<file path="config.mk">
export PLATFORM = sky130hd
export DESIGN_NAME = dma_cmd_assembler
export DESIGN_NICKNAME = d
export VERILOG_FILES = /design/src/rtl/dma_cmd_pkg.sv /design/src/rtl/dma_beat_collect.sv /design/src/rtl/dma_cmd_decode.sv /design/src/rtl/dma_done_status.sv /design/src/rtl/dma_cmd_assembler.sv
export SDC_FILE = /design/constraint.sdc
export NUM_CORES = 1
export LEC_CHECK = 0
export BUFFER_PORTS_ARGS = -buffer_cell sky130_fd_sc_hd__buf_2
export CORE_ASPECT_RATIO = 0.6
export CORE_MARGIN = 3
export CORE_UTILIZATION = 40
export CTS_BUF_LIST = sky130_fd_sc_hd__clkbuf_4
export DETAILED_ROUTE_END_ITERATION = 10
export PLACE_DENSITY = 0.71
export SETUP_SLACK_MARGIN = 0.05
export SLEW_MARGIN = 20
export SYNTH_ARGS = -nofsm -noshare
export SYNTH_HDL_FRONTEND = slang
export SYNTH_SLANG_ARGS = --single-unit
</file>
<file path="constraint.sdc">
create_clock -name clk -period 4.2 [get_ports clk]
set_clock_uncertainty 0.2 [all_clocks]
set_input_delay 0.21 -clock clk [delete_from_list [all_inputs] [get_ports clk]]
set_output_delay 0.21 -clock clk [all_outputs]
set_load 0.01 [all_outputs]
</file>
<file path="src/rtl/dma_cmd_pkg.sv">
package dma_cmd_pkg;

    localparam int BEAT_W  = 16;
    localparam int N_BEATS = 4;
    localparam logic [3:0] CMD_TYPE = 4'h2;

    typedef enum logic [1:0] {
        ST_COLLECT = 2'd0,
        ST_ISSUE   = 2'd1,
        ST_BUSY    = 2'd2
    } asm_state_e;

    typedef struct packed {
        logic [7:0]  pages;
        logic        is_write;
        logic [31:0] addr;
        logic [7:0]  burst;
        logic        want_irq;
    } dma_cmd_t;

endpackage

</file>
<file path="src/rtl/dma_beat_collect.sv">
module dma_beat_collect
    import dma_cmd_pkg::*;
#(
    parameter int BEATS = N_BEATS
) (
    input  logic                         clk,
    input  logic                         rst_n,
    input  logic                         take,
    input  logic [BEAT_W-1:0]            beat_in,
    output logic                         at_last,
    output logic [BEATS-2:0][BEAT_W-1:0] held
);
    localparam int CNT_W = $clog2(BEATS);
    localparam logic [CNT_W-1:0] LAST_IDX = CNT_W'(BEATS - 1);

    logic [CNT_W-1:0] cnt_q;

    assign at_last = (cnt_q == LAST_IDX);

    always_ff @(posedge clk) begin
        if (!rst_n) begin
            cnt_q <= '0;
        end else if (take) begin
            cnt_q <= at_last ? '0 : cnt_q + 1'b1;
        end
    end

    for (genvar g = 0; g < BEATS - 1; g++) begin : g_hold
        always_ff @(posedge clk) begin
            if (!rst_n) begin
                held[g] <= '0;
            end else if (take && cnt_q == CNT_W'(g)) begin
                held[g] <= beat_in;
            end
        end
    end

    // after the final beat the count restarts at beat 0
    p_wrap_r5: assert property (@(posedge clk) disable iff (!rst_n)
        (take && at_last) |=> (cnt_q == '0));

    p_count_step_r3: assert property (@(posedge clk) disable iff (!rst_n)
        (take && !at_last) |=> (cnt_q == $past(cnt_q) + 1'b1));

    p_idle_hold_r4: assert property (@(posedge clk) disable iff (!rst_n)
        !take |=> $stable(cnt_q));

endmodule

</file>
<file path="src/rtl/dma_cmd_decode.sv">
module dma_cmd_decode
    import dma_cmd_pkg::*;
(
    input  logic [N_BEATS-1:0][BEAT_W-1:0] beats,
    output dma_cmd_t                       cmd,
    output logic                           bad
);
    logic [3:0] type_f;
    logic [3:0] dir_f;
    logic [6:0] rsvd_f;

    always_comb begin
        type_f       = beats[0][15:12];
        dir_f        = beats[0][11:8];
        rsvd_f       = beats[3][15:9];
        cmd.pages    = beats[0][7:0];
        cmd.is_write = dir_f[0];
        cmd.addr     = {beats[1], beats[2]};
        cmd.burst    = beats[3][7:0];
        cmd.want_irq = beats[3][8];
        bad = (type_f != CMD_TYPE) || (dir_f > 4'd1) ||
              (rsvd_f != '0) || (cmd.addr[1:0] != 2'b00);
    end

endmodule

</file>
<file path="src/rtl/dma_done_status.sv">
module dma_done_status (
    input  logic clk,
    input  logic rst_n,
    input  logic set,
    input  logic clr,
    output logic done_q
);
    always_ff @(posedge clk) begin
        if (!rst_n) begin
            done_q <= 1'b0;
        end else if (set) begin
            done_q <= 1'b1;
        end else if (clr) begin
            done_q <= 1'b0;
        end
    end

    p_set_r8: assert property (@(posedge clk) disable iff (!rst_n)
        set |=> done_q);

    p_sticky_r9: assert property (@(posedge clk) disable iff (!rst_n)
        (done_q && !clr) |=> done_q);

    p_clear_r9: assert property (@(posedge clk) disable iff (!rst_n)
        (clr && !set) |=> !done_q);

endmodule

</file>
<file path="src/rtl/dma_cmd_assembler.sv">
module dma_cmd_assembler
    import dma_cmd_pkg::*;
#(
    parameter int          ADDR_W  = 8,
    parameter logic [7:0]  CMD_OFS = 8'h10
) (
    input  logic                 clk,
    input  logic                 rst_n,
    input  logic                 wr_valid,
    output logic                 wr_ready,
    input  logic [ADDR_W-1:0]    wr_addr,
    input  logic [BEAT_W-1:0]    wr_data,
    output logic                 cmd_valid,
    input  logic                 cmd_ready,
    output logic [7:0]           cmd_pages,
    output logic                 cmd_write,
    output logic [31:0]          cmd_addr,
    output logic [7:0]           cmd_burst,
    output logic                 cmd_irq,
    input  logic                 eng_done,
    output logic                 cmd_err,
    input  logic                 sts_clr,
    output logic                 done_sts,
    output logic                 irq
);
    localparam logic [ADDR_W-1:0] OFS = ADDR_W'(CMD_OFS);

    asm_state_e state_q, state_d;
    dma_cmd_t   cmd_q, dec_cmd;
    logic       dec_bad, at_last, beat_take, beats_done, err_q, done_set;
    logic [N_BEATS-2:0][BEAT_W-1:0] held;
    logic [N_BEATS-1:0][BEAT_W-1:0] all_beats;

    assign beat_take  = wr_valid && wr_ready && (wr_addr == OFS);
    assign beats_done = beat_take && at_last;

    dma_beat_collect #(.BEATS(N_BEATS)) u_collect (
        .clk     (clk),
        .rst_n   (rst_n),
        .take    (beat_take),
        .beat_in (wr_data),
        .at_last (at_last),
        .held    (held)
    );

    always_comb begin
        all_beats = {wr_data, held};
    end

    dma_cmd_decode u_decode (
        .beats (all_beats),
        .cmd   (dec_cmd),
        .bad   (dec_bad)
    );

    // state register
    always_ff @(posedge clk) begin
        if (!rst_n) state_q <= ST_COLLECT;
        else        state_q <= state_d;
    end

    // next state
    always_comb begin
        state_d = state_q;
        unique case (state_q)
            ST_COLLECT: if (beats_done && !dec_bad) state_d = ST_ISSUE;  // beat_done_ok
            ST_ISSUE:   if (cmd_ready)              state_d = ST_BUSY;   // engine_took
            ST_BUSY:    if (eng_done)               state_d = ST_COLLECT; // engine_finished
            default:                                state_d = ST_COLLECT;
        endcase
    end

    // outputs
    always_comb begin
        wr_ready  = 1'b0;
        cmd_valid = 1'b0;
        done_set  = 1'b0;
        unique case (state_q)
            ST_COLLECT: wr_ready  = 1'b1;
            ST_ISSUE:   cmd_valid = 1'b1;
            ST_BUSY:    done_set  = eng_done && cmd_q.want_irq;
            default:    wr_ready  = 1'b0;
        endcase
    end

    always_ff @(posedge clk) begin
        if (!rst_n) begin
            cmd_q <= '0;
            err_q <= 1'b0;
        end else begin
            err_q <= beats_done && dec_bad;  // beat_done_bad
            if (beats_done && !dec_bad) cmd_q <= dec_cmd;
        end
    end

    dma_done_status u_status (
        .clk    (clk),
        .rst_n  (rst_n),
        .set    (done_set),
        .clr    (sts_clr),
        .done_q (done_sts)
    );

    assign cmd_pages = cmd_q.pages;
    assign cmd_write = cmd_q.is_write;
    assign cmd_addr  = cmd_q.addr;
    assign cmd_burst = cmd_q.burst;
    assign cmd_irq   = cmd_q.want_irq;
    assign cmd_err   = err_q;
    assign irq       = done_sts;

    p_hold_r6: assert property (@(posedge clk) disable iff (!rst_n)
        (cmd_valid && !cmd_ready) |=> (cmd_valid && $stable(cmd_addr) &&
            $stable(cmd_pages) && $stable(cmd_burst) && $stable(cmd_write) && $stable(cmd_irq)));

    p_align_r5: assert property (@(posedge clk) disable iff (!rst_n)
        cmd_valid |-> (cmd_addr[1:0] == 2'b00));

    p_err_pulse_r5: assert property (@(posedge clk) disable iff (!rst_n)
        cmd_err |=> !cmd_err);

    p_err_no_issue_r5: assert property (@(posedge clk) disable iff (!rst_n)
        cmd_err |-> (!cmd_valid && wr_ready));

    p_issue_after_beat_r2: assert property (@(posedge clk) disable iff (!rst_n)
        $rose(cmd_valid) |-> $past(wr_valid && (wr_addr == OFS)));

    p_stall_r7: assert property (@(posedge clk) disable iff (!rst_n)
        (cmd_valid || (!wr_ready && !$past(eng_done))) |=> !wr_ready || $past(eng_done));

    p_idle_done_r10: assert property (@(posedge clk) disable iff (!rst_n)
        (wr_ready && !sts_clr) |=> (done_sts == $past(done_sts)));

endmodule

</file>
# Word level (Yosys, flattened, before mapping)
# Cells that the tools add are included.
[op_classes] addsub=1 n_mul=0 n_div=0 order_cmp=1 eq_ne=10 shifts=0 n_mux=10 bitwise=0 n_reduce_logical=19
[ops] op="1-bit logical AND" n=9
[ops] op="8-bit by 5-bit == test with 1-bit output (second input constant)" n=1
[ops] op="2-bit 2-to-1 mux" n=4
[ops] op="7-bit nonzero test" n=1
[ops] op="2-bit == test (second input constant)" n=3
[ops] op="2-bit != test (second input constant)" n=3
[ops] op="2-bit case mux with 3 select lines" n=1
[ops] op="1-bit 2-to-1 mux" n=5
[ops] op="2-bit by 1-bit == test with 1-bit output (second input constant)" n=2
[ops] op="4-bit by 1-bit > comparator with 1-bit output (second input constant)" n=1
[ops] op="2-bit zero test" n=2
[ops] op="4-bit by 2-bit != test with 1-bit output (second input constant)" n=1
[ops] op="2-bit nonzero test" n=2
[ops] op="1-bit logical OR" n=3
[ops] op="3-bit AND reduction" n=1
[ops] op="2-bit by 1-bit adder with 2-bit output (second input constant)" n=1
[ops] op="1-bit zero test" n=1
[word_totals] ff_bits=104 latchBits=0 mem_bits_rw=0 rom_bits=0 inputBits=30 out_inout_bits=55 word_cells=53 mem_count=0

# Logic depth before layout (Yosys ltp)
# Gate-level depths: netlist of run 1.
[logic_depth] word_depth=8 depth_mapped=6 depth_no_buf=5

# Hierarchy
# A second synthesis of run 1 with hierarchy kept.
[hier_totals] hier_cells=481 hier_area_um2=4677.0
[modules_own_cells] mod="dma_cmd_assembler" n_inst=1 cells_per_inst=236 area_per_inst_um2=2214.6 seq_area_each_um2=1061.0
[modules_own_cells] mod="dma_beat_collect" n_inst=1 cells_per_inst=187 area_per_inst_um2=1993.2 seq_area_each_um2=1001.0
[modules_own_cells] mod="dma_cmd_decode" n_inst=1 cells_per_inst=55 area_per_inst_um2=427.9 seq_area_each_um2=0.0
[modules_own_cells] mod="dma_done_status" n_inst=1 cells_per_inst=3 area_per_inst_um2=41.3 seq_area_each_um2=20.0

# Worst setup path after synthesis of run 1
# OpenSTA, ideal clock, no wires.
[synth_path] path_type="input port to flip-flop" startpoint="input port wr_addr[2]" endpoint="register cmd_q (netlist bit cmd_addr[1])" setup_ns=0.116 arrival_ns=1.837 setup_slack_ns=2.047 path_stages=5 n_path_buf=1 path_cell_list="or4b_1 > or2_1 > nor4_4 > buf_4 > and3b_1"
[synth_between] elab_chain_len=4
[synth_rtl] element="start, declared" line_no="dma_cmd_assembler.sv:11" rtl="input logic [ADDR_W-1:0] wr_addr,"
[synth_rtl] element="8-bit by 5-bit == test with 1-bit output" line_no="dma_cmd_assembler.sv:34" rtl="assign beat_take = wr_valid && wr_ready && (wr_addr == OFS);"
[synth_rtl] element="1-bit logical AND" line_no="dma_cmd_assembler.sv:34"
[synth_rtl] element="1-bit logical AND" line_no="dma_cmd_assembler.sv:35" rtl="assign beats_done = beat_take && at_last;"
[synth_rtl] element="1-bit logical AND" line_no="dma_cmd_assembler.sv:92" rtl="if (beats_done && !dec_bad) cmd_q <= dec_cmd;"
[synth_rtl] element="end signal, assigned" line_no="dma_cmd_assembler.sv:92"
[synth_rtl] element="end, declared" line_no="dma_cmd_assembler.sv:29" rtl="dma_cmd_t cmd_q, dec_cmd;"
# Every way passes these cells.
# A chain may end at the register's enable or synchronous reset.

# Worst setup path after layout of run 1
[layout_path] startpoint="register u_collect.held[10] (netlist name)" endpoint="register cmd_q (netlist bit cmd_addr[1])"
[layout_between] elab_chain_len=6
[layout_rtl] element="start, declared" line_no="dma_beat_collect.sv:11" rtl="output logic [BEATS-2:0][BEAT_W-1:0] held"
[layout_rtl] element="start signal, assigned by index" line_no="dma_beat_collect.sv:33" rtl="held[g] <= beat_in;"
[layout_rtl] element="4-bit by 1-bit > comparator with 1-bit output" line_no="dma_cmd_decode.sv:21" rtl="bad = (type_f != CMD_TYPE) || (dir_f > 4'd1) ||"
[layout_rtl] element="1-bit logical OR (2 in a row)" line_no="dma_cmd_decode.sv:21"
[layout_rtl] element="1-bit logical OR" line_no="dma_cmd_decode.sv:22" rtl="(rsvd_f != '0) || (cmd.addr[1:0] != 2'b00);"
[layout_rtl] element="1-bit zero test" line_no="dma_cmd_assembler.sv:92"
[layout_rtl] element="1-bit logical AND" line_no="dma_cmd_assembler.sv:92"
# Every way passes these cells.

==> flow_summary.ini, run 1 <==
[outcome]
run_status = finished clean

[clock_network]
cts_made_buffers = 9
numClockSinks = 104
tritoncts = built
clkSlewWorstSetupHoldPaths_ns = 0.14
cts_root_buf = sky130_fd_sc_hd__clkbuf_4
cts.path.max_buffers = 2
post_cts.resized_instances = 0
clk_latency_ns = 0.44
htreeDepth = 3

[detailed_routing]
met2RoutedLength_um = 3800
route.met3.wl_um = 437
drt-met1-wl_um = 3950
top_signal_layer_used = met4
router_iterations_before_antenna_repair = 4
vias_per_cell = 4.68
drt_drc_violations_left = 0
total_routed_wirelength_um = 8250
detail_route.iter0.violations = 160
detail_route.wl_per_cell_um = 13.7
drtAntennaViolNets = 0
dr_total_vias = 2824

[finish]
finish.net_count = 503
layoutNonFillerInstCount = 604
flow.area_growth_from_synthesis_pct = 21.8
share_of_layout_cells_above_drive_strength_1 = 0.226
antenna_cells = 0
fillCellCount = 881

[sta]
slew_violations = 0
total_neg_setup_slack_ns = 0
timing.final.setup_violations = 0
final_hold_viol_count = 0
tightest_slew_ns = 0.969
worst_slew_margin_rel = 0.354
achievable-frequency_ghz = 0.396
period_minus_slack_ns = 2.53
final_min_period_over_clock_period = 0.601
grt_setup_unrepaired = no

[job]
max_cap_violations = 0

[floorplanning]
die_w_um = 134
coreArea_mm2 = 0.00936
floorplan.initialDensity = 0.418
floorplan.io_pins = 85
die_area_mm2 = 0.0110
rows = 27
die_h_um = 82.6

[power]
power_report.internal_total_mw = 1.27
power_frac_comb = 0.038
switching_share = 0.211
ir_drop_mv = 0.162
power.density_mw_per_mm2 = 339
p_leak_nw = 2.25
p_switching_mw = 0.340
power_frac_clock = 0.350
p_seq_frac = 0.612

[synth]
synth_largest_area_cell = sky130_fd_sc_hd__dfxtp_1
syn-instance-count = 373
syn_nets = 407
async_reset_ff_frac = 0
cell_with_the_most_instances_after_synthesis = sky130_fd_sc_hd__nand2_1
synth.cell_area_mm2 = 0.00391
top_area_cell_type_share_of_the_netlist_area = 0.532
synth_warnings = 0
synth.lib_cells_used.distinct = 24
yosys_register_bits = 104
syn_avg_cell_area_um2 = 10.5
yosysSeqAreaShare = 0.532
synth_enable_flop_cells = 0
synth.cells.most_frequent = sky130_fd_sc_hd__nand2_1 (113), sky130_fd_sc_hd__dfxtp_1 (104), sky130_fd_sc_hd__mux2i_1 (98)
ys.flop_type = sky130_fd_sc_hd__dfxtp_1
post_synth_main_area_contributors = sky130_fd_sc_hd__dfxtp_1 (53%), sky130_fd_sc_hd__mux2i_1 (25%), sky130_fd_sc_hd__nand2_1 (11%), sky130_fd_sc_hd__buf_4 (1.7%), sky130_fd_sc_hd__ha_1 (1.3%)

[place]
dp_hpwl_um = 5530
place.gp.congestion = 0.729
port-buffer-count = 84
place_inst = 567

[global_route]
grt_first_pass_wirelength_um = 14000
overflow = 0
number_of_global_route_vias_before_repair = 2990
antenna_violations_before_repair = 0
grt_max_degree = 103
global_route.usage.total = 0.160

[setup_path]
cp_data_required_time_ns = 4.36
rr_worst_depth = 5
critical_path.max_stage_delay_ns = 0.70
startpoint_type_of_the_worst_setup_path = flip-flop
cp_num_buf_inv = 1
path_max_fanout = 51
worstSetupEndpointType = flip-flop
crit_chain = nor4b_1, nand4_1, nor4_4, buf_4, and3b_1
path_delay_family = simple AND/OR/NAND/NOR gates
regToRegSetupSlack_ns = 1.67
worstPathArrival_ns = 2.68
cpMaxStageDelayCell = sky130_fd_sc_hd__buf_4
worst_r2r_startpoint = u_collect.held[10]
r2r-end = cmd_addr[1]
crit_type = flip-flop to flip-flop

[hold_path]
hold_removal_path_class = input port to flip-flop
min_path_cells = 5
holdCritStartpoint = wr_addr[7]
timing.hold.worst_endpoint = u_collect.cnt_q[0]
-- what timing repair did --
action | CTS | global route
buffers inserted | 0 | 0
hold buffers | 21 | 0
hold endpoints to repair | 63 | 0
-- layer usage --
| metal | vias up | GRT usage |
|---|---|---|
| met5 | - | 0 |
| met4 | 0 | 0.0503 |
| met3 | 7 | 0.0515 |
| met2 | 57 | 0.270 |
| met1 | 1327 | 0.199 |
| li1 | 1433 | - |
-- cell type report --
| class | count | area (um^2) | area share |
|---|---|---|---|
| inverter | 3 | 11.3 | 0.00236 |
| tap | 130 | 163 | 0.0341 |
| clock buffer | 12 | 90.1 | 0.0189 |
| multi-input combinational | 244 | 1700 | 0.357 |
| timing repair buffer | 107 | 648 | 0.136 |
| sequential | 104 | 2080 | 0.437 |
| clock inverter | 4 | 68.8 | 0.0144 |
-- power by group through the flow --
stage | Combinational [mW] | Clock [mW] | Sequential (mW)
global placement | 0.0476 | 0 | 1.01
floorplan | 0.0261 | 0 | 1.01
CTS | 0.0622 | 0.588 | 0.987
global route | 0.0686 | 0.624 | 0.988
detailed placement | 0.0485 | 0 | 1.01
finish | 0.0621 | 0.565 | 0.987
-- worst min-delay path, stage by stage --
cell                      delay [ns]
sky130_fd_sc_hd__buf_2          0.07
sky130_fd_sc_hd__or4b_1         0.14
sky130_fd_sc_hd__nor4_4         0.10
sky130_fd_sc_hd__mux2i_1        0.15
sky130_fd_sc_hd__nor2b_1        0.06
-- cells in the final DEF (no fill, tap or decap) --
cell | netlist | routed
sky130_fd_sc_hd__dlygate4sd3_1 | 0 | 21
sky130_fd_sc_hd__or2_2 | 1 | 1
sky130_fd_sc_hd__nand4b_1 | 1 | 1
sky130_fd_sc_hd__a21boi_0 | 1 | 1
sky130_fd_sc_hd__clkbuf_4 | 0 | 12
sky130_fd_sc_hd__ha_1 | 4 | 4
sky130_fd_sc_hd__dfxtp_1 | 104 | 104
sky130_fd_sc_hd__a22oi_1 | 1 | 1
sky130_fd_sc_hd__nand4_1 | 1 | 1
sky130_fd_sc_hd__mux2i_1 | 98 | 98
sky130_fd_sc_hd__nor2b_1 | 5 | 5
sky130_fd_sc_hd__or4b_1 | 2 | 2
sky130_fd_sc_hd__nor2_1 | 2 | 2
sky130_fd_sc_hd__buf_2 | 0 | 83
sky130_fd_sc_hd__o21a_1 | 1 | 1
sky130_fd_sc_hd__bufinv_16 | 0 | 2
sky130_fd_sc_hd__clkinv_2 | 0 | 1
sky130_fd_sc_hd__and4_1 | 1 | 1
sky130_fd_sc_hd__nand2_1 | 113 | 113
sky130_fd_sc_hd__nor4b_1 | 1 | 1
sky130_fd_sc_hd__inv_1 | 3 | 3
sky130_fd_sc_hd__nand2b_1 | 1 | 1
sky130_fd_sc_hd__nor4_4 | 2 | 2
sky130_fd_sc_hd__nand2_4 | 3 | 3
sky130_fd_sc_hd__nor4_1 | 3 | 3
sky130_fd_sc_hd__clkinv_1 | 0 | 1
sky130_fd_sc_hd__and3b_1 | 2 | 2
sky130_fd_sc_hd__buf_4 | 9 | 3
sky130_fd_sc_hd__or2_1 | 1 | 1
-- worst max-delay path by stage --
| stage | start | depth (start not counted) | slack, ns | end |
|---|---|---|---|---|
| after floorplan | wr_addr[2] | 5 | 2.05 | cmd_addr[1] |
| after global placement | wr_addr[2] | 6 | 1.50 | cmd_addr[1] |
| after detailed placement | wr_addr[2] | 6 | 1.47 | cmd_addr[1] |
| after CTS | wr_data[10] | 7 | 1.70 | cmd_addr[0] |
| after global routing | u_collect.held[11] | 5 | 1.51 | cmd_addr[17] |
| final | u_collect.held[10] | 5 | 1.67 | cmd_addr[1] |
-- registers in the layout (all words and copies together), names as in the netlist, 2 cells and up --
name / flops
cmd_burst: 8
state_q: 2
u_collect.cnt_q: 2
cmd_addr: 32
cmd_pages: 8
u_collect.held: 48
-- logic make-up after synthesis --
family          after synthesis  share of synthesized area
simple gates                139                      0.165
compound gates                3                    0.00576
fa+ha+maj                     4                     0.0128
mux                          98                      0.251
flops                       104                      0.532
buf+inv                      25                     0.0326
-- through the flow --
| stage | setup WS, ns | power, mW | hold WS, ns | cell area, um^2 | util |
|---|---|---|---|---|---|
| finish | 1.67 | 1.61 | 0.114 | 4760 | 0.509 |
| global route | 1.51 | 1.68 | 0.112 | 4760 | 0.509 |
| CTS | 1.70 | 1.64 | 0.0824 | 4760 | 0.509 |
| detailed placement | 1.47 | 1.06 | 0.246 | 4390 | 0.470 |
| global placement | 1.50 | 1.06 | 0.242 | 4390 | 0.470 |
| floorplan | 2.05 | 1.03 | 0.185 | 3910 | - |
Power figures use the tool's default switching activity.
==> inputs of run 2 (changes only) <==
--- a/config.mk
+++ b/config.mk
@@ -11,7 +11,7 @@
 export CORE_UTILIZATION = 40
 export CTS_BUF_LIST = sky130_fd_sc_hd__clkbuf_4
 export DETAILED_ROUTE_END_ITERATION = 10
-export PLACE_DENSITY = 0.71
+export PLACE_DENSITY = 0.73
 export SETUP_SLACK_MARGIN = 0.05
 export SLEW_MARGIN = 20
 export SYNTH_ARGS = -nofsm -noshare
==> constraint.sdc (replaced) <==
create_clock -name clk -period 2.2 [get_ports clk]
set_clock_uncertainty 0.2 [all_clocks]
set_input_delay 0.11 -clock clk [delete_from_list [all_inputs] [get_ports clk]]
set_output_delay 0.11 -clock clk [all_outputs]
set_load 0.01 [all_outputs]
==> run 2 against run 1 <==
  * Global-route usage increased by 0.19 points
  * Count of clock-buffer cells in the layout decreased by 3
  * Hold slack got worse by 0.0084 ns
  * Sequential share of layout area decreased by 0.79 points
  * Register-to-register slack got worse by 1.5 ns
  * First-iteration DRC count decreased by 25%
  * Sequential power increased by 90%
  * Wire length increased by 4.0%
  * Critical path type is now input port to flip-flop
==> flow_summary.ini, run 2 (synthesis gave the netlist of run 1 again) <==
[outcome]
run_status = finished clean

[global_route]
overflow = 0
number_of_global_route_vias_before_repair = 2904
global_route.usage.total = 0.162
grt_first_pass_wirelength_um = 14000
grt_max_degree = 121
antenna_violations_before_repair = 0

[detailed_routing]
router_iterations_before_antenna_repair = 4
drtAntennaViolNets = 0
vias_per_cell = 4.71
drt_drc_violations_left = 0
dr_total_vias = 2896
detail_route.iter0.violations = 120
total_routed_wirelength_um = 8570
detail_route.wl_per_cell_um = 13.9

[finish]
layoutNonFillerInstCount = 615
regMostFlops = u_collect.held
fillCellCount = 832
largest_register_ffs = 48
share_of_layout_cells_above_drive_strength_1 = 0.239
layout_common_cells = sky130_fd_sc_hd__nand2_1 (113), sky130_fd_sc_hd__dfxtp_1 (104), sky130_fd_sc_hd__mux2i_1 (98)
antenna_cells = 0
layout_commonest_cell = sky130_fd_sc_hd__nand2_1
finish.net_count = 514
flow.area_growth_from_synthesis_pct = 24.1

[setup_path]
crit_type = input port to flip-flop
crit_top_cell = sky130_fd_sc_hd__buf_12
worstPathArrival_ns = 2.22
cpMaxStageDelayCell = sky130_fd_sc_hd__dlygate4sd3_1
path_max_fanout = 15
rr_worst_depth = 7
critical_path.max_stage_delay_ns = 0.54
cp_data_required_time_ns = 2.39
startpoint_type_of_the_worst_setup_path = input port
crit_chain = dlygate4sd3_1, buf_2, nor4_1, nand4_1, nor4_4, buf_12, buf_12, mux2i_1
worstSetupEndpointType = flip-flop

[floorplanning]
floorplan.io_pins = 85
die_area_mm2 = 0.0110
floorplan.initialDensity = 0.418
die_h_um = 82.6
rows = 27
coreArea_mm2 = 0.00936
die_w_um = 134

[power]
power_frac_comb = 0.044
power_report.internal_total_mw = 2.16
switching_share = 0.237
ir_drop_mv = 0.285
power.density_mw_per_mm2 = 584
p_seq_frac = 0.665
p_switching_mw = 0.671
p_leak_nw = 2.29
power_frac_clock = 0.291

[sta]
slew_violations = 0
final_min_period_over_clock_period = 0.921
total_neg_setup_slack_ns = 0
final_hold_viol_count = 0
worst_slew_margin_rel = 0.656
final.setup.worst_slack_ns = 0.175
tightest_slew_ns = 0.515
grt_setup_unrepaired = no
timing.final.setup_violations = 0
achievable-frequency_ghz = 0.494
period_minus_slack_ns = 2.03

[clock_network]
cts_made_buffers = 9
tritoncts = built
clkSlewWorstSetupHoldPaths_ns = 0.15
htreeDepth = 3
cts.path.max_buffers = 2
numClockSinks = 104
cts_root_buf = sky130_fd_sc_hd__clkbuf_4
clk_latency_ns = 0.46

[place]
dp_worst_setup_slack_ns = 0.000458
port-buffer-count = 84
place_inst = 577
place.gp.congestion = 0.767
dp_hpwl_um = 5820

[job]
max_cap_violations = 0

[hold_path]
min_path_cells = 5
hold_removal_path_class = input port to flip-flop
[run 2: what timing repair did]
action | in CTS | in global routing
endpoints found under the hold margin | 65 | 0
hold buffers | 22 | 0
setup buffers | 0 | 0
setup endpoints to repair | 0 | 43
gates resized for setup | 0 | 1
[run 2: power by group through the flow]
stage | Clock, mW | Sequential, mW | Combinational, mW
after global routing | 0.917 | 1.89 | 0.136
after CTS | 0.855 | 1.88 | 0.123
final | 0.825 | 1.88 | 0.124
after detailed placement | 0 | 1.93 | 0.0957
after global placement | 0 | 1.93 | 0.0946
after floorplan | 0 | 1.93 | 0.0499
[run 2: worst max-delay path: cells and delay by family]
family / cells / cell delay (ns)
buf+inv: 4 / 1.05
simple gates: 3 / 0.85
mux: 1 / 0.20
[run 2: path summary, 6_finish.rpt]
| kind | startpoint | to | slack, ns |
|---|---|---|---|
| worst max-delay path | wr_data[10] | cmd_addr[17] | 0.17 |
| worst min-delay path | wr_addr[6] | cmd_addr[21] | 0.11 |
| worst max register to register | state_q[1] | cmd_addr[17] | 0.18 |
| worst min register to register | cmd_addr[10] | cmd_addr[10] | 0.27 |
[run 2: cell type report]
type | count | area [um^2] | share of cell area
clock buffer | 9 | 67.6 | 0.0139
clock inverter | 7 | 37.5 | 0.00774
inverter | 3 | 11.3 | 0.00232
multi-input combinational | 244 | 1710 | 0.352
sequential | 104 | 2080 | 0.429
tap | 130 | 163 | 0.0335
timing repair buffer | 118 | 783 | 0.161
[run 2: routing by layer]
| metal | share of wire | global-route usage | vias to the layer above |
|---|---|---|---|
| met4 | 0.0091 | 0.0493 | 0 |
| met5 | 0 | 0 | - |
| met2 | 0.46 | 0.270 | 59 |
| met3 | 0.043 | 0.0508 | 8 |
| met1 | 0.49 | 0.205 | 1371 |
| li1 | - | - | 1458 |
[run 2: per-stage QoR]
stage | hold slack (ns) | util | area [um^2] | total power, mW
after floorplan | 0.0846 | - | 3910 | 1.98
after global placement | 0.186 | 0.483 | 4520 | 2.02
after detailed placement | 0.201 | 0.483 | 4520 | 2.02
after CTS | 0.0757 | 0.518 | 4840 | 2.86
after global routing | 0.105 | 0.518 | 4850 | 2.94
final | 0.106 | 0.518 | 4850 | 2.83
==> inputs of run 3 (changes only) <==
--- a/config.mk
+++ b/config.mk
@@ -11,7 +11,7 @@
 export CORE_UTILIZATION = 40
 export CTS_BUF_LIST = sky130_fd_sc_hd__clkbuf_4
 export DETAILED_ROUTE_END_ITERATION = 10
-export PLACE_DENSITY = 0.73
+export PLACE_DENSITY = 0.71
 export SETUP_SLACK_MARGIN = 0.05
 export SLEW_MARGIN = 20
 export SYNTH_ARGS = -nofsm -noshare
==> constraint.sdc (replaced) <==
create_clock -name clk -period 2.4 [get_ports clk]
set_clock_uncertainty 0.2 [all_clocks]
set_input_delay 0.12 -clock clk [delete_from_list [all_inputs] [get_ports clk]]
set_output_delay 0.12 -clock clk [all_outputs]
set_load 0.01 [all_outputs]
==> run 3 against run 2 <==
  * Register-to-register slack about the same
  * Hold slack improved by 0.076 ns
  * Count of clock-buffer cells in the layout increased by 1
  * Flip-flop and latch count unchanged
  * Design area decreased by 1.2%
  * First-iteration DRC count increased by 28%
  * Setup slack improved by 0.0011 ns
  * Power decreased by 5.1%
==> flow_summary.ini, run 3 (synthesis gave the netlist of run 1 again) <==
[outcome]
run_status = finished clean

[clock_network]
cts.path.max_buffers = 2
clkSlewWorstSetupHoldPaths_ns = 0.14
clk_latency_ns = 0.45
htreeDepth = 3
cts_made_buffers = 9
postCtsSetupBuffers = 0
tritoncts = built
numClockSinks = 104
cts_root_buf = sky130_fd_sc_hd__clkbuf_4

[power]
power.density_mw_per_mm2 = 561
p_leak_nw = 2.26
ir_drop_mv = 0.314
post-layout-total-power_mw = 2.69

[global_route]
global_route.usage.total = 0.162
grt_first_pass_wirelength_um = 13800
antenna_violations_before_repair = 0
grt_max_degree = 55
number_of_global_route_vias_before_repair = 2803
overflow = 0

[sta]
total_neg_setup_slack_ns = 0
slew_violations = 0
worst_slew_margin_rel = 0.645
grt_setup_unrepaired = no
period_minus_slack_ns = 2.22
tightest_slew_ns = 0.532
timing.final.setup_violations = 0
achievable-frequency_ghz = 0.450
final_min_period_over_clock_period = 0.927
final_hold_viol_count = 0

[floorplanning]
floorplan.initialDensity = 0.418
coreArea_mm2 = 0.00936
die_h_um = 82.6
rows = 27
die_area_mm2 = 0.0110
die_w_um = 134
floorplan.io_pins = 85

[finish]
share_of_layout_cells_above_drive_strength_1 = 0.224
flow.area_growth_from_synthesis_pct = 22.6
layout_commonest_cell = sky130_fd_sc_hd__nand2_1
antenna_cells = 0
finish.net_count = 508
largest_register_ffs = 48
layout_common_cells = sky130_fd_sc_hd__nand2_1 (113), sky130_fd_sc_hd__dfxtp_1 (104), sky130_fd_sc_hd__mux2i_1 (98)
regMostFlops = u_collect.held

[setup_path]
critical_path.max_stage_delay_ns = 0.56
path_max_fanout = 4
total_stage_count_of_the_critical_path = 5
path_delay_family = buffers and inverters
worstSetupEndpointType = flip-flop
worst_r2r_startpoint = state_q[0]
crit_type = flip-flop to flip-flop
startpoint = state_q[0]
cpMaxStageDelayCell = sky130_fd_sc_hd__dlygate4sd3_1
crit_chain = nor2b_1, a22oi_1, dlygate4sd3_1, nor2b_1, dlygate4sd3_1
worstPathArrival_ns = 2.43
cp_num_buf_inv = 2
startpoint_type_of_the_worst_setup_path = flip-flop
rr_worst_depth = 5
cp_data_required_time_ns = 2.61

[hold_path]
holdCritStartpoint = wr_addr[1]
hold_removal_path_class = input port to flip-flop
min_path_cells = 6

[detailed_routing]
drt_drc_violations_left = 0
detail_route.iter0.violations = 154
detail_route.wl_per_cell_um = 14.0
dr_total_vias = 2879
total_routed_wirelength_um = 8470
router_iterations_before_antenna_repair = 4
vias_per_cell = 4.74
drtAntennaViolNets = 0

[place]
place.gp.congestion = 0.764
port-buffer-count = 84
dp_hpwl_um = 5610

[job]
max_cap_violations = 0
==> run 3: cell count changes in the layout (fill, tap and decap cells not counted), sizes merged <==
cell	previous run	this run
buf	96	89
clkinv	5	2
bufinv	0	1
clkbuf	9	10
clkinvlp	1	0
dlygate4sd3	22	23
==> run 3: final timing paths <==
kind	endpoint	slack, ns
worst max-delay path	state_q[1]	0.18
worst min-delay path	u_collect.cnt_q[0]	0.18
worst max register to register	state_q[1]	0.18
worst min register to register	cmd_addr[8]	0.27
==> run 3: report_power, final <==
group	total, mW	switching, mW	internal, mW
clock	0.846	0.529	0.317
sequential	1.73	0.000165	1.73
combinational	0.115	0.0628	0.0522
==> run 3: worst min-delay path: stages <==
cell                      delay (ns)
sky130_fd_sc_hd__buf_2          0.07
sky130_fd_sc_hd__or4b_1         0.20
sky130_fd_sc_hd__nor4_4         0.05
sky130_fd_sc_hd__buf_4          0.16
sky130_fd_sc_hd__mux2i_1        0.15
sky130_fd_sc_hd__nor2b_1        0.06
==> run 3: metrics by stage <==
step | cell area [um^2] | util | setup WS [ns] | instances | hold WS [ns]
final | 4790 | 0.512 | 0.176 | 607 | 0.181
after global routing | 4790 | 0.512 | 0.0820 | 607 | 0.183
after CTS | 4790 | 0.512 | 0.188 | 607 | 0.151
after detailed placement | 4440 | 0.475 | 0.155 | 570 | 0.208
after global placement | 4440 | 0.475 | 0.167 | 570 | 0.196
after floorplan | 3910 | - | 0.337 | 373 | 0.0946
==> run 3: cell type report <==
type | instances | area (um^2)
clock buffers | 10 | 75.1
clock inverters | 4 | 46.3
fillers | 885 | 4560
inverters | 3 | 11.3
multi-input cells | 244 | 1700
flip-flops and latches | 104 | 2080
well taps | 130 | 163
repair buffers | 112 | 716
==> run 3: timing repair <==
item	CTS	global route
hold buffers	23	0
resized for setup	0	0
hold endpoints to repair	77	0
==> run 3: layer usage <==
layer	vias to the layer above	track usage	part of all wire
met5	-	0	0
met3	9	0.0545	0.053
met2	58	0.269	0.46
met4	0	0.0554	0.013
li1	1446	-	-
met1	1366	0.201	0.48
